`src/rtl/cgms_pkg.sv`:
```
package cgms_pkg;

    localparam int WORD_W = 20;
    localparam int CRC_W  = 6;
    localparam int DATA_W = WORD_W - CRC_W;
    localparam int NSLOTS = WORD_W + 1;

    typedef enum logic [1:0] {
        PH_IDLE,
        PH_LEAD,
        PH_SEND
    } phase_e;

    typedef struct packed {
        logic              std525;
        logic              odd_en;
        logic              even_en;
        logic              odd_field;
        logic [WORD_W-1:0] word;
    } shadow_t;

endpackage

```
`src/rtl/cgms_crc6.sv`:
```
module cgms_crc6 #(
    parameter int          DW   = 14,
    parameter int          CW   = 6,
    parameter logic [CW-1:0] POLY = 6'h03,
    parameter logic [CW-1:0] SEED = 6'h3F
) (
    input  logic [DW-1:0] data,
    output logic [CW-1:0] crc
);
    logic [CW-1:0] stage [0:DW];

    assign stage[0] = SEED;

    generate
        for (genvar i = 0; i < DW; i++) begin : g_step
            logic fb;
            assign fb = data[i] ^ stage[i][CW-1];
            assign stage[i+1] = {stage[i][CW-2:0], 1'b0} ^ ({CW{fb}} & POLY);
        end
    endgenerate

    assign crc = stage[DW];
endmodule

```
`src/rtl/cgms_shadow.sv`:
```
module cgms_shadow
    import cgms_pkg::*;
(
    input  logic              clk,
    input  logic              rst_n,
    input  logic              field_start,
    input  logic              field_odd,
    input  logic              std_525,
    input  logic              odd_en,
    input  logic              even_en,
    input  logic              crc_en,
    input  logic [WORD_W-1:0] payload,
    output shadow_t           sh
);
    logic [CRC_W-1:0]  crc_calc;
    logic [CRC_W-1:0]  crc_flip;
    logic [WORD_W-1:0] word_new;
    shadow_t           sh_d, sh_q;

    cgms_crc6 #(.DW(DATA_W), .CW(CRC_W)) u_crc (
        .data (payload[DATA_W-1:0]),
        .crc  (crc_calc)
    );

    // highest remainder bit goes out first after the data bits
    generate
        for (genvar k = 0; k < CRC_W; k++) begin : g_flip
            assign crc_flip[k] = crc_calc[CRC_W-1-k];
        end
    endgenerate

    assign word_new = crc_en ? {crc_flip, payload[DATA_W-1:0]} : payload;

    always_comb begin
        sh_d = sh_q;
        if (field_start) begin
            sh_d.std525    = std_525;
            sh_d.odd_en    = odd_en;
            sh_d.even_en   = even_en;
            sh_d.odd_field = field_odd;
            sh_d.word      = word_new;
        end
    end

    always_ff @(posedge clk or negedge rst_n) begin
        if (!rst_n) sh_q <= '0;
        else        sh_q <= sh_d;
    end

    assign sh = sh_q;

    // settings only move on a field boundary
    assert_hold_between_fields_R11: assert property (@(posedge clk) disable iff (!rst_n)
        !field_start |=> $stable(sh_q));

endmodule

```
`src/rtl/cgms_serializer.sv`:
```
module cgms_serializer
    import cgms_pkg::*;
#(
    parameter int BIT_CLKS  = 30,
    parameter int START_OFS = 150,
    parameter int LINE_W    = 10,
    parameter int ODD_LINE  = 20,
    parameter int EVEN_LINE = 283
) (
    input  logic              clk,
    input  logic              rst_n,
    input  logic              line_start,
    input  logic [LINE_W-1:0] line_num,
    input  shadow_t           sh,
    output logic              active,
    output logic              level,
    output logic              strobe
);
    localparam int MAXC     = (BIT_CLKS > START_OFS) ? BIT_CLKS : START_OFS;
    localparam int TICK_W   = $clog2(MAXC + 1);
    localparam int SLOT_W   = $clog2(NSLOTS + 1);
    localparam int LEAD_END = (START_OFS > 0) ? START_OFS - 1 : 0;
    localparam logic [TICK_W-1:0] BIT_LAST  = TICK_W'(BIT_CLKS - 1);
    localparam logic [TICK_W-1:0] LEAD_LAST = TICK_W'(LEAD_END);
    localparam logic [SLOT_W-1:0] SLOT_LAST = SLOT_W'(NSLOTS - 1);

    typedef struct packed {
        phase_e            phase;
        logic [TICK_W-1:0] tick;
        logic [SLOT_W-1:0] slot;
    } ser_t;

    ser_t              st_d, st_q;
    logic              go;
    logic [SLOT_W-1:0] data_idx;

    always_comb begin
        st_d = st_q;
        go   = sh.std525 &&
               (( sh.odd_field && sh.odd_en  && line_num == LINE_W'(ODD_LINE)) ||
                (!sh.odd_field && sh.even_en && line_num == LINE_W'(EVEN_LINE)));
        case (st_q.phase)
            PH_IDLE: begin
                if (line_start && go) begin
                    st_d.tick  = '0;
                    st_d.slot  = '0;
                    st_d.phase = (START_OFS == 0) ? PH_SEND : PH_LEAD;
                end
            end
            PH_LEAD: begin
                if (st_q.tick == LEAD_LAST) begin
                    st_d.tick  = '0;
                    st_d.phase = PH_SEND;
                end else begin
                    st_d.tick = st_q.tick + 1'b1;
                end
            end
            PH_SEND: begin
                if (st_q.tick == BIT_LAST) begin
                    st_d.tick = '0;
                    if (st_q.slot == SLOT_LAST) st_d.phase = PH_IDLE;
                    else                        st_d.slot  = st_q.slot + 1'b1;
                end else begin
                    st_d.tick = st_q.tick + 1'b1;
                end
            end
            default: st_d.phase = PH_IDLE;
        endcase
    end

    always_ff @(posedge clk or negedge rst_n) begin
        if (!rst_n) st_q <= '{phase: PH_IDLE, tick: '0, slot: '0};
        else        st_q <= st_d;
    end

    assign data_idx = st_q.slot - 1'b1;
    assign active   = (st_q.phase == PH_SEND);
    assign strobe   = active && (st_q.tick == '0);
    assign level    = active && ((st_q.slot == '0) ? 1'b1 : sh.word[data_idx]);

    // a burst opens with the reference pulse and a strobe
    assert_ref_pulse_first_R6: assert property (@(posedge clk) disable iff (!rst_n)
        $rose(active) |-> (level && strobe));

    // level holds for the whole of a bit period
    assert_level_held_in_bit_R7: assert property (@(posedge clk) disable iff (!rst_n)
        (active && st_q.tick != '0) |-> $stable(level));

    // the burst ends after the last word bit
    assert_burst_ends_R7: assert property (@(posedge clk) disable iff (!rst_n)
        (active && st_q.tick == BIT_LAST && st_q.slot == SLOT_LAST) |=> !active);

endmodule

```
`src/rtl/cgms_line_gen.sv`:
```
module cgms_line_gen
    import cgms_pkg::*;
#(
    parameter int BIT_CLKS  = 30,
    parameter int START_OFS = 150,
    parameter int LINE_W    = 10,
    parameter int ODD_LINE  = 20,
    parameter int EVEN_LINE = 283
) (
    input  logic              clk,
    input  logic              rst_n,
    input  logic              std_525,
    input  logic [19:0]       cfg_payload,
    input  logic              cfg_odd_en,
    input  logic              cfg_even_en,
    input  logic              cfg_crc_en,
    input  logic              field_start,
    input  logic              field_odd,
    input  logic              line_start,
    input  logic [LINE_W-1:0] line_num,
    output logic              cgms_level,
    output logic              cgms_strobe,
    output logic              cgms_active
);
    shadow_t sh;

    cgms_shadow u_shadow (
        .clk         (clk),
        .rst_n       (rst_n),
        .field_start (field_start),
        .field_odd   (field_odd),
        .std_525     (std_525),
        .odd_en      (cfg_odd_en),
        .even_en     (cfg_even_en),
        .crc_en      (cfg_crc_en),
        .payload     (cfg_payload),
        .sh          (sh)
    );

    cgms_serializer #(
        .BIT_CLKS  (BIT_CLKS),
        .START_OFS (START_OFS),
        .LINE_W    (LINE_W),
        .ODD_LINE  (ODD_LINE),
        .EVEN_LINE (EVEN_LINE)
    ) u_ser (
        .clk        (clk),
        .rst_n      (rst_n),
        .line_start (line_start),
        .line_num   (line_num),
        .sh         (sh),
        .active     (cgms_active),
        .level      (cgms_level),
        .strobe     (cgms_strobe)
    );

    // a field captured in 625-line mode never opens a burst
    assert_silent_in_625_R5: assert property (@(posedge clk) disable iff (!rst_n)
        (!sh.std525 && !cgms_active) |=> !cgms_active);

    // no level or strobe outside a burst
    assert_quiet_outside_burst_R1: assert property (@(posedge clk) disable iff (!rst_n)
        !cgms_active |-> (!cgms_level && !cgms_strobe));

endmodule

```
`config.mk`:
```
export PLATFORM = sky130hd
export DESIGN_NAME = cgms_line_gen
export DESIGN_NICKNAME = d
export VERILOG_FILES = /design/src/rtl/cgms_pkg.sv /design/src/rtl/cgms_crc6.sv /design/src/rtl/cgms_shadow.sv /design/src/rtl/cgms_serializer.sv /design/src/rtl/cgms_line_gen.sv
export SDC_FILE = /design/constraint.sdc
export NUM_CORES = 1
export LEC_CHECK = 0
export BUFFER_PORTS_ARGS = -buffer_cell sky130_fd_sc_hd__buf_2
export CORE_MARGIN = 1.5
export CORE_UTILIZATION = 50
export DETAILED_ROUTE_END_ITERATION = 7
export HOLD_SLACK_MARGIN = 0.08
export PLACE_DENSITY = 0.8
export SLEW_MARGIN = 0
export SYNTH_ARGS = -nofsm -noshare
export SYNTH_HDL_FRONTEND = slang
export SYNTH_HIERARCHICAL = 1
export SYNTH_SLANG_ARGS = --single-unit
```
`constraint.sdc`:
```
create_clock -name clk -period 2.72 [get_ports clk]
set_input_delay 0.136 -clock clk [delete_from_list [all_inputs] [get_ports clk]]
set_output_delay 0.136 -clock clk [all_outputs]
set_load 0.005 [all_outputs]
```
== Word-level counts from Yosys, hierarchy flattened ==
Index checks and enable logic that the tools add are counted.

* Register bits: 39
* Latch bits: 0
* RAM bits: 0
* Input port bits: 39
* Memory bits (read-only): 0
* Memories: 0

* $add $sub $neg: 3
* Shifts and indexed selects: 0
* Div/mod/pow operators: 0
* Multiplexer cells: 15
* Eq/ne operators: 12
* Reduce and logical (&&, ||, !) cells: 18
* Multiply operators: 0
* Magnitude comparators: 1
* Bitwise operators: 28

{| class="wikitable"
|+ Operator list
! kind !! number
|-
| $xor 6x2->6 || 13
|-
| $pmux 8 s3 || 1
|-
| $mux 20 || 1
|-
| $mux 8 || 2
|-
| $mux 15 || 1
|-
| $xor 1x1->1 || 13
|-
| $eq 10x5->1 const B || 1
|-
| $eq 10x9->1 const B || 1
|-
| $mux 5 || 2
|-
| $pmux 5 s2 || 1
|-
| $add 8x1->8 const B || 1
|-
| $eq 8x5->1 const B || 1
|-
| $eq 8x8->1 const B || 1
|-
| $logic_and 1x1->1 || 8
|-
| $logic_not 8->1 || 1
|-
| $reduce_and 4->1 || 2
|-
| $lt 5x6->1 const B || 1
|-
| $mux 2 || 3
|-
| $ne 2x2->1 const B || 3
|-
| $pmux 2 s3 || 1
|-
| $add 5x1->5 const B || 1
|-
| $bmux 1 s5 || 1
|-
| $eq 5x5->1 const B || 1
|-
| $logic_not 5->1 || 1
|-
| other kinds (13) || 15
|}

== Logic depth before layout (Yosys ltp) ==
Gate-level depths: netlist of run 1.

* Depth in word-level cells: 29
* Gate-level depth with buffers: 8
* Depth with buffers taken out: 7

== Hierarchy ==
The synthesis of run 1 kept the hierarchy.

{| class="wikitable"
|+ Modules (own cells, without submodules)
! module !! cells an instance !! area an instance (um^2) !! sequential area each (um^2) !! instances
|-
| cgms_serializer || 142 || 1316.3 || 375.4 || 1
|-
| cgms_shadow || 64 || 1021.0 || 600.6 || 1
|-
| cgms_crc6 || 24 || 216.5 || 0.0 || 1
|}

== Worst setup path after synthesis of run 1 ==
OpenSTA, ideal clock, no wires.

* Path type: reg-to-reg
* From: reg u_ser/st_q[0] in the netlist's numbering
* To: reg u_ser/st_q[0] in the netlist's numbering
* Slack: 0.409 ns
* Library setup time: 0.079 ns
* Cell stages (with the launch flop): 9
* Arrival time: 2.232 ns
* Buffers on the path: 1
* Clock period less this slack: 2.311 ns
* Cell sequence: dfrtp_1 clkbuf_1 inv_1 ha_1 nand4b_1 or3b_4 mux2_2 a21oi_4 mux2i_1

* Cells in the longest elaborated chain, start to end: 4
* Elaborated cells on any way between the ends: 7
* Classes of those cells: 1 x add/sub; 2 x eq/ne; 3 x mux; 1 x reduce/logical

{| class="wikitable"
|+ RTL lines
! element !! RTL line !! source
|-
| from (decl) || cgms_serializer.sv:33 || <nowiki>ser_t st_d, st_q;</nowiki>
|-
| from (signal assigned) || cgms_serializer.sv:72 || <nowiki>if (!rst_n) st_q <= '{phase: PH_IDLE, tick: '0, slot: '0};</nowiki>
|-
| from (signal assigned) || cgms_serializer.sv:73 || <nowiki>else st_q <= st_d;</nowiki>
|-
| $add 5x1->5 || cgms_serializer.sv:62 || <nowiki>else st_d.slot = st_q.slot + 1'b1;</nowiki>
|-
| $mux 5 || cgms_serializer.sv:61 || <nowiki>if (st_q.slot == SLOT_LAST) st_d.phase = PH_IDLE;</nowiki>
|-
| $mux 5 || cgms_serializer.sv:59 || <nowiki>if (st_q.tick == BIT_LAST) begin</nowiki>
|-
| $pmux 5 s2 || cgms_serializer.sv:42 || <nowiki>case (st_q.phase)</nowiki>
|}

Parallel ways exist; a longest one is shown, timed or not. The select of a mux whose other input is x is not followed.
A chain may end at the register's enable or synchronous reset.

== Worst setup path after layout of run 1 ==
* From: reg u_ser/st_q[1] in the netlist's numbering
* To: out cgms_level

* Cells in the longest elaborated chain, start to end: 5
* Elaborated cells on any way between the ends: 6
* Classes of those cells: 1 x add/sub; 3 x mux; 2 x reduce/logical

{| class="wikitable"
|+ RTL lines
! element !! RTL line !! source
|-
| $sub 5x1->5 || cgms_serializer.sv:76 || <nowiki>assign data_idx = st_q.slot - 1'b1;</nowiki>
|-
| $bmux 1 s5 || cgms_serializer.sv:79 || <nowiki>assign level = active && ((st_q.slot == '0) ? 1'b1 : sh.word[data_idx]);</nowiki>
|-
| $mux 1 (implied by the code) || cgms_serializer.sv:79 ||
|-
| $mux 1 (*) || cgms_serializer.sv:79 ||
|-
| $logic_and 1x1->1 (*) || cgms_serializer.sv:79 ||
|-
| to (decl) || cgms_line_gen.sv:21 || <nowiki>output logic cgms_level,</nowiki>
|}

Mark *: on every way between the ends. The rest lies on a longest branch, timed or not. The select of a mux whose other input is x is not followed.

==> results of run 1 <==
==> layer usage <==
metal | vias up | wire, um | GRT usage [%]
li1 | 914 | - | -
met1 | 879 | 2390 | 27.0
met2 | 49 | 2340 | 32.7
met3 | 2 | 229 | 4.47
met4 | 0 | 29 | 7.88
met5 | - | 0 | 0
==> worst register-to-register path, cell delays in order, from the launching register on <==
cell     delay (ns)
dfrtp_1        0.45
or3_4          0.42
or3b_4         0.42
mux2_2         0.30
a21oi_4        0.20
mux2i_1        0.23
==> cell families (layout without fill, tap and decap cells) <==
family	count (synthesis)	in the layout	synth area share [%]
muxes	37	37	20.9
buffers and inverters	24	67	4.56
and+or+nand+nor	60	60	12.1
adders and majority gates	8	8	3.92
AOI/OAI and AO/OA	36	36	11.1
xor gates and xnor gates	26	26	9.21
DFF	39	39	38.2
==> what timing repair did <==
| item | CTS | global route |
|---|---|---|
| endpoints found under the hold margin | 43 | 0 |
| gates resized for setup | 0 | 0 |
| hold buffers | 5 | 0 |
==> flip-flops by register name (all words and copies together) (netlist names) <==
signal       cells
u_ser/st_q      15
u_shadow/sh     24
==> metrics by stage <==
stage | utilization (%) | power (mW) | setup WS (ns) | hold WS (ns) | area [sq um]
3_3_place_gp | 57.7 | 1.09 | 0.659 | 0.285 | 2780
4_1_cts | 60.9 | 1.56 | 0.279 | 0.0869 | 2930
5_1_grt | 60.9 | 1.63 | 0.161 | 0.0949 | 2930
2_1_floorplan | - | 1.01 | 0.409 | -0.160 | 2550
3_5_place_dp | 57.7 | 1.11 | 0.621 | 0.292 | 2780
6_report | 60.9 | 1.54 | 0.288 | 0.0997 | 2930
==> power by group through the flow <==
stage	sequential, mW	clock, mW	combinational (mW)
3_3_place_gp	0.705	0	0.389
3_5_place_dp	0.709	0	0.401
2_1_floorplan	0.673	0	0.335
6_report	0.699	0.435	0.409
5_1_grt	0.708	0.475	0.448
4_1_cts	0.698	0.451	0.410
==> cells in the final DEF, fill, tap and decap left out, drive strengths merged, types with 2 or more instances in the layout <==
master,count
dfrtp,39
mux4,5
clkbuf,7
a221o,5
nand2,12
nor4,3
mux2i,9
dlygate4sd3,5
nand4,2
buf,42
nor3,7
xnor2,21
nor2,18
o21ai,5
xor2,5
o211ai,4
or3,2
mux2,23
nand3,8
or2,2
inv,12
ha,8
a21oi,10
nand4b,2
==> worst paths after layout <==
path | startpoint | to | slack [ns] | cells after the start
min | cfg_payload[5] | u_shadow/sh[5] | 0.1 | 2
max in group asynchronous | rst_n | u_shadow/sh[7] | 1.70 | 2
max | u_ser/st_q[1] | cgms_level | 0.29 | 7
min in group asynchronous | rst_n | u_ser/st_q[14] | 0.49 | 2
min reg2reg | u_shadow/sh[13] | u_shadow/sh[13] | 0.52 | 1
max reg2reg | u_ser/st_q[10] | u_ser/st_q[1] | 0.62 | 5
==> final cells by class <==
type	count	area [sq um]	share of cell area (%)
sequential	39	976	33.3
tap	67	83.8	2.86
clock buffer	7	96.3	3.28
timing repair buffer	47	263	8.96
inverter	12	45.0	1.54
multi-input combinational	167	1460	49.8
clock inverter	1	7.51	0.256
==> impl_metrics.json, run 1 <==
{
  "status": "complete, no violations",
  "synth.largest_area_cell": "dfrtp_1",
  "finalSetupViolCount": 0,
  "antenna_found_initial": 0,
  "p_sw_uw": 445,
  "die_w_um": 74.5,
  "dp_hpwl_mm": 3.72,
  "synth.top_cell.area_share_pct": 38.2,
  "synth_nets": 277,
  "yosysSeqAreaShare_pct": 38.2,
  "start_util_pct": 53.0,
  "syn-cell-area_sq_um": 2550,
  "yosys_warnings": 6,
  "path_class": "reg2out",
  "critPathCaptureType": "output pin",
  "p_int_mw": 1.10,
  "post-route-min-period_ns": 2.43,
  "via_count": 1844,
  "ant_nets": 0,
  "tightest_slew_ns": 0.848,
  "dp.cells": 327,
  "critPathMaxFanout": 6,
  "htreeDepth": 2,
  "crit_buf_inv": 2,
  "globalplace.congestion": 0.796,
  "maxSlewHeadroom_pct": 43.4,
  "slew_viol_final": 0,
  "hold_path.class": "in2reg",
  "rsz0062_at_grt": "no",
  "post_cts_buffers": 0,
  "core_sq_um": 4820,
  "synth_commonest_cells": "dfrtp_1 (39), xnor2_1 (21), mux2_4 (18), nor2_1 (18)",
  "grt_pass1_wl_mm": 8.49,
  "skew_ns": 0.00219,
  "finalCritPeriodShare_pct": 89.4,
  "drc": 0,
  "drive_gt1_share_pct": 32.2,
  "drt-initial-drc-count": 111,
  "dr.pass1.iters": 4,
  "ys.flop_type": "dfrtp_1",
  "synth_area_leaders": "dfrtp_1 (38%), mux2_4 (11%), xnor2_1 (7.2%)",
  "required_ns": 2.58,
  "io_buffers": 41,
  "syn_inst": 230,
  "async_flop_share_pct": 100,
  "hold_violations": 0,
  "wl_per_cell_um": 14.7,
  "peakVddDrop_mv": 0.385,
  "p_leak_nw": 1.27,
  "rows": 25,
  "power_frac_clock_pct": 28.2,
  "finalNonFillerCells": 340,
  "synth_edf_count": 0,
  "n_antenna_cell": 0,
  "die_y_um": 74.5,
  "clk_pin_slew_ns": 0.07,
  "power_frac_seq_pct": 45.3,
  "synthToLayoutAreaGrowth_pct": 14.8,
  "ios": 42,
  "cpMaxStageDelayCell": "ha_1",
  "critPathLaunchType": "flip-flop",
  "cp_top_family": "multiplexers",
  "ys_seq_elements": 39,
  "critPathArrivalTime_ns": 2.30,
  "max_stage_delay_ns": 0.40,
  "swShare_pct": 28.8,
  "die_area_sq_um": 5550,
  "synth.avg_cell_area_sq_um": 11.1,
  "n_fill_cell": 410,
  "crit_path_cell_trace": "inv_1, ha_1, mux4_2, mux2_2, o32ai_1, a311oi_1, buf_2",
  "cts.sinks": 39,
  "finalSetupTns_ns": 0,
  "ys_types": 49,
  "grt_pass1_vias": 1849,
  "routed_via_density": 5.42,
  "powerDensity_nw_per_um2": 526,
  "clock_latency_ns": 0.29,
  "combPwrFrac_pct": 26.5,
  "cap_violations": 0,
  "grt-ovfl-total": 0,
  "clock_path_buffers": 2,
  "synth_most_common_cell": "dfrtp_1",
  "final_nets": 319,
  "cts_tree": "done",
  "numCtsBuffers": 5,
  "grt_use_total_pct": 20.4,
  "grt_max_degree": 40,
  "cts-root-buf": "clkbuf_8",
  "drt-total-wl_mm": 4.99,
  "fmax_ghz": 0.411
}
Note: power is estimated with default switching activity, not from simulation.
==> run 2: changes to the inputs <==
--- a/config.mk
+++ b/config.mk
@@ -7,10 +7,10 @@
 export LEC_CHECK = 0
 export BUFFER_PORTS_ARGS = -buffer_cell sky130_fd_sc_hd__buf_2
 export CORE_MARGIN = 1.5
-export CORE_UTILIZATION = 50
+export CORE_UTILIZATION = 39
 export DETAILED_ROUTE_END_ITERATION = 7
 export HOLD_SLACK_MARGIN = 0.08
-export PLACE_DENSITY = 0.8
+export PLACE_DENSITY = 0.67
 export SLEW_MARGIN = 0
 export SYNTH_ARGS = -nofsm -noshare
 export SYNTH_HDL_FRONTEND = slang
==> impl_metrics.json, run 2 (same netlist as run 1, synthesis figures left out) <==
{
  "status": "complete, no violations",
  "cts-root-buf": "clkbuf_8",
  "utilization_pct": 46.3,
  "clock_path_buffers": 2,
  "post_cts_buffers": 0,
  "critPathMaxFanout": 6,
  "htreeDepth": 2,
  "grt_use_total_pct": 15.6,
  "critPathLaunchType": "flip-flop",
  "place_area_sq_um": 2790,
  "drt-total-wl_mm": 5.07,
  "globalplace.congestion": 0.787,
  "grt_pass1_wl_mm": 8.83,
  "drc": 0,
  "powerDensity_nw_per_um2": 519,
  "drive_gt1_share_pct": 32.2,
  "cp_top_family": "multiplexers",
  "ant_nets": 0,
  "drt-initial-drc-count": 102,
  "path_class": "reg2out",
  "rows": 29,
  "cts_tree": "done",
  "required_ns": 2.58,
  "n_antenna_cell": 0,
  "synthToLayoutAreaGrowth_pct": 15.1,
  "hold_violations": 0,
  "tightest_slew_ns": 0.867,
  "io_buffers": 41,
  "critPathCaptureType": "output pin",
  "crit_path_cell_trace": "inv_1, ha_1, mux4_2, mux2_2, o32ai_1, a311oi_1, buf_2",
  "core_sq_um": 6350,
  "rsz0062_at_grt": "no",
  "layout_commonest_cell": "buf_2",
  "clk_pin_slew_ns": 0.08,
  "critPathArrivalTime_ns": 2.34,
  "antenna_found_initial": 0,
  "final_nets": 319,
  "finalNonFillerCells": 350,
  "fin_area_sq_um": 2940,
  "grt_max_degree": 40,
  "finalCritPeriodShare_pct": 91.0,
  "ios": 42,
  "routed_via_density": 5.32,
  "slew_viol_final": 0,
  "p_leak_nw": 1.26,
  "start_util_pct": 40.2,
  "fmax_ghz": 0.404,
  "cpMaxStageDelayCell": "ha_1",
  "dp_hpwl_mm": 3.73,
  "clock_latency_ns": 0.30,
  "hold_path.class": "in2reg",
  "skew_ns": 0.0141,
  "die_y_um": 83.9,
  "grt_pass1_vias": 1811,
  "finalSetupTns_ns": 0,
  "max_stage_delay_ns": 0.43,
  "cts.sinks": 39,
  "post-route-min-period_ns": 2.48,
  "wl_per_cell_um": 14.5,
  "cap_violations": 0,
  "numCtsBuffers": 5,
  "dp.cells": 337,
  "finalSetupViolCount": 0,
  "crit_buf_inv": 2,
  "maxSlewHeadroom_pct": 42.2,
  "dr.pass1.iters": 4,
  "largest_reg_flops": 24,
  "die_w_um": 83.9,
  "layout_common_cells": "buf_2 (41), dfrtp_1 (39), xnor2_1 (21)",
  "grt-ovfl-total": 0,
  "via_count": 1861,
  "peakVddDrop_mv": 0.251,
  "die_area_sq_um": 7040
}
==> run 2: changes by cell type in the layout (fill, tap and decap cells not counted) <==
cell      before  now
clkinv_4       0    1
clkbuf_8       7    6
==> run 2: power by group <==
| group | internal (mW) | switching (mW) | leakage [nW] |
|---|---|---|---|
| Sequential | 0.640 | 0.0554 | 0.454 |
| Clock | 0.207 | 0.213 | 0.0474 |
| Combinational | 0.227 | 0.184 | 0.763 |
| Total | 1.07 | 0.452 | 1.26 |
==> run 2: per-layer routing <==
layer | vias up | track usage [%] | part of all wire (%)
li1 | 911 | - | -
met5 | - | 0 | 0
met3 | 2 | 3.56 | 4.7
met4 | 0 | 4.92 | 0.57
met1 | 897 | 21.5 | 49
met2 | 51 | 24.4 | 46
==> run 2: cell type report <==
type / count / area, sq um
timing repair buffer: 47 / 263
tap: 77 / 96.3
inverter: 12 / 45.0
multi-input combinational: 167 / 1460
sequential: 39 / 976
clock buffer: 6 / 82.6
clock inverter: 2 / 16.3
fill: 587 / 3410
==> run 2: worst register-to-register path: cells and delay by family (launching register included) <==
| kind | cells | cell delay (ns) |
|---|---|---|
| multiplexers | 2 | 0.52 |
| AND/OR/NAND/NOR | 2 | 0.84 |
| flip-flops | 1 | 0.45 |
| AO/OA/AOI/OAI | 1 | 0.20 |
==> run 2: path summary, 6_finish.rpt <==
path	from	endpoint	slack, ns	depth (start not counted)
setup / recovery	u_ser/st_q[1]	cgms_level	0.24	7
hold / removal	cfg_payload[7]	u_shadow/sh[7]	0.09	2
setup reg to reg	u_ser/st_q[10]	u_ser/st_q[1]	0.64	5
hold reg to reg	u_shadow/sh[5]	u_shadow/sh[5]	0.52	1
max in group asynchronous	rst_n	u_shadow/sh[16]	1.68	2
min in group asynchronous	rst_n	u_ser/st_q[13]	0.48	2
==> run 2: timing repair <==
| action | CTS | global route |
|---|---|---|
| hold buffers | 5 | 0 |
| hold endpoints to repair | 43 | 0 |
| gates resized for setup | 0 | 0 |
==> run 2: stage by stage <==
step	worst slack [ns]	hold WS (ns)	total power, mW
after detailed placement	0.601	0.304	1.11
final	0.243	0.0948	1.53
after global placement	0.628	0.300	1.10
after CTS	0.232	0.0841	1.54
after global routing	0.0858	0.0829	1.61
after floorplan	0.409	-0.160	1.01
==> run 3: changes to the inputs <==
--- a/config.mk
+++ b/config.mk
@@ -10,6 +10,7 @@
 export CORE_UTILIZATION = 39
 export DETAILED_ROUTE_END_ITERATION = 7
 export HOLD_SLACK_MARGIN = 0.08
+export MAX_ROUTING_LAYER = met4
 export PLACE_DENSITY = 0.67
 export SLEW_MARGIN = 0
 export SYNTH_ARGS = -nofsm -noshare
==> impl_metrics.json, run 3 (same netlist as run 1, synthesis figures left out) <==
{
  "status": "complete, no violations",
  "r2r_slack_ns": 0.64,
  "drt-initial-drc-count": 74,
  "rows": 29,
  "die_w_um": 83.9,
  "n_antenna_cell": 0,
  "ant_nets": 0,
  "hold_path.class": "in2reg",
  "finalNonFillerCells": 350,
  "clock_path_buffers": 2,
  "pre_cts_slack_ns": 0.601,
  "path_class": "reg2out",
  "cts_tree": "done",
  "core_sq_um": 6350,
  "grt_pass1_wl_mm": 8.80,
  "grt_pass1_vias": 1810,
  "n_fill_cell": 587,
  "hold_violations": 0,
  "numCtsBuffers": 5,
  "die_area_sq_um": 7040,
  "ff2ff_path_depth": 5,
  "p_leak_nw": 1.26,
  "critPathMaxFanout": 6,
  "fmax_ghz": 0.404,
  "globalplace.congestion": 0.798,
  "required_ns": 2.58,
  "io_buffers": 41,
  "cpMaxStageDelayCell": "ha_1",
  "crit_path_cell_trace": "inv_1, ha_1, mux4_2, mux2_2, o32ai_1, a311oi_1, buf_2",
  "die_y_um": 83.9,
  "whs_ns": 0.0953,
  "antenna_found_initial": 0,
  "start_util_pct": 40.2,
  "final_nets": 319,
  "clock_latency_ns": 0.29,
  "rsz0062_at_grt": "no",
  "clk_pin_slew_ns": 0.08,
  "cap_violations": 0,
  "holdPathStages": 2,
  "powerDensity_nw_per_um2": 519,
  "drc": 0,
  "critPathCaptureType": "output pin",
  "grt_max_degree": 40,
  "dp_hpwl_mm": 3.73,
  "htreeDepth": 2,
  "drt-total-wl_mm": 5.09,
  "finalSetupTns_ns": 0,
  "wl_per_cell_um": 14.5,
  "largest_reg_flops": 24,
  "min_from": "cfg_payload[7]",
  "multi_input_area_sq_um": 1460,
  "drive_gt1_share_pct": 32.2,
  "critPathLaunchType": "flip-flop",
  "via_count": 1844,
  "min_to": "u_shadow/sh[7]",
  "finalCritPeriodShare_pct": 90.9,
  "crit_buf_inv": 2,
  "seq_area_sq_um": 976,
  "layout_commonest_cell": "buf_2",
  "ios": 42,
  "slew_viol_final": 0,
  "layout_common_cells": "buf_2 (41), dfrtp_1 (39), xnor2_1 (21)",
  "critPathArrivalTime_ns": 2.34,
  "reg2reg_to": "u_ser/st_q[1]",
  "max_stage_delay_ns": 0.43,
  "tightest_slew_ns": 0.858,
  "routed_via_density": 5.27,
  "post-route-min-period_ns": 2.47,
  "cts.sinks": 39,
  "cts-root-buf": "clkbuf_8",
  "dp.cells": 337,
  "skew_ns": 0.0141,
  "dr.pass1.iters": 4,
  "worstReg2RegStart": "u_ser/st_q[10]",
  "grt-ovfl-total": 0,
  "finalSetupViolCount": 0,
  "peakVddDrop_mv": 0.251,
  "maxSlewHeadroom_pct": 42.8,
  "cp_top_family": "multiplexers",
  "synthToLayoutAreaGrowth_pct": 15.1,
  "grt_use_total_pct": 16.0,
  "worst_slack_ns": 0.246,
  "cts_resized": 0
}
[run 3: cell counts in the layout (fill, tap and decap cells not counted)]
Identical to the previous run, type by type.
[run 3: stage by stage]
stage / total power, mW / instance area, sq um / utilization (%)
finish: 1.53 / 2940 / 46.3
CTS: 1.54 / 2940 / 46.3
detailed placement: 1.11 / 2790 / 44.0
global route: 1.61 / 2940 / 46.3
global placement: 1.10 / 2790 / 44.0
floorplan: 1.01 / 2550 / -
[run 3: layout make-up]
type,instances,area share (%)
Clock buffer,6,2.81
Timing Repair Buffer,47,8.94
Multi-Input combinational cell,167,49.7
Tap cell,77,3.28
Clock inverter,2,0.553
Sequential cell,39,33.2
Inverter,12,1.53
[run 3: layer usage]
| metal | global-route usage, % | wire [um] | up-vias |
|---|---|---|---|
| met5 | - | 0 | - |
| met4 | 4.92 | 29 | 0 |
| met3 | 3.36 | 207 | 2 |
| met2 | 24.4 | 2340 | 43 |
| met1 | 21.5 | 2510 | 887 |
| li1 | - | - | 912 |
[run 3: where the power goes]
part           switching (mW)  total, mW  internal, mW
clock network           0.212      0.419         0.207
logic                   0.184      0.411         0.227
registers              0.0561      0.696         0.640
[run 3: worst max path at each step]
stage	startpoint	endpoint	slack, ns	cells after the start
floorplan	u_ser/st_q[0]	u_ser/st_q[0]	0.41	8
global placement	u_ser/st_q[1]	cgms_level	0.63	7
detailed placement	u_ser/st_q[1]	cgms_level	0.60	7
CTS	u_ser/st_q[1]	cgms_level	0.23	7
global route	u_ser/st_q[1]	cgms_level	0.09	7
finish	u_ser/st_q[1]	cgms_level	0.25	7
[run 3: timing repair]
action / 4_1_cts / 5_1_grt
hold buffers: 5 / 0
endpoints found under the hold margin: 43 / 0
buffers inserted: 0 / 0
endpoints found under the setup margin: 0 / 0
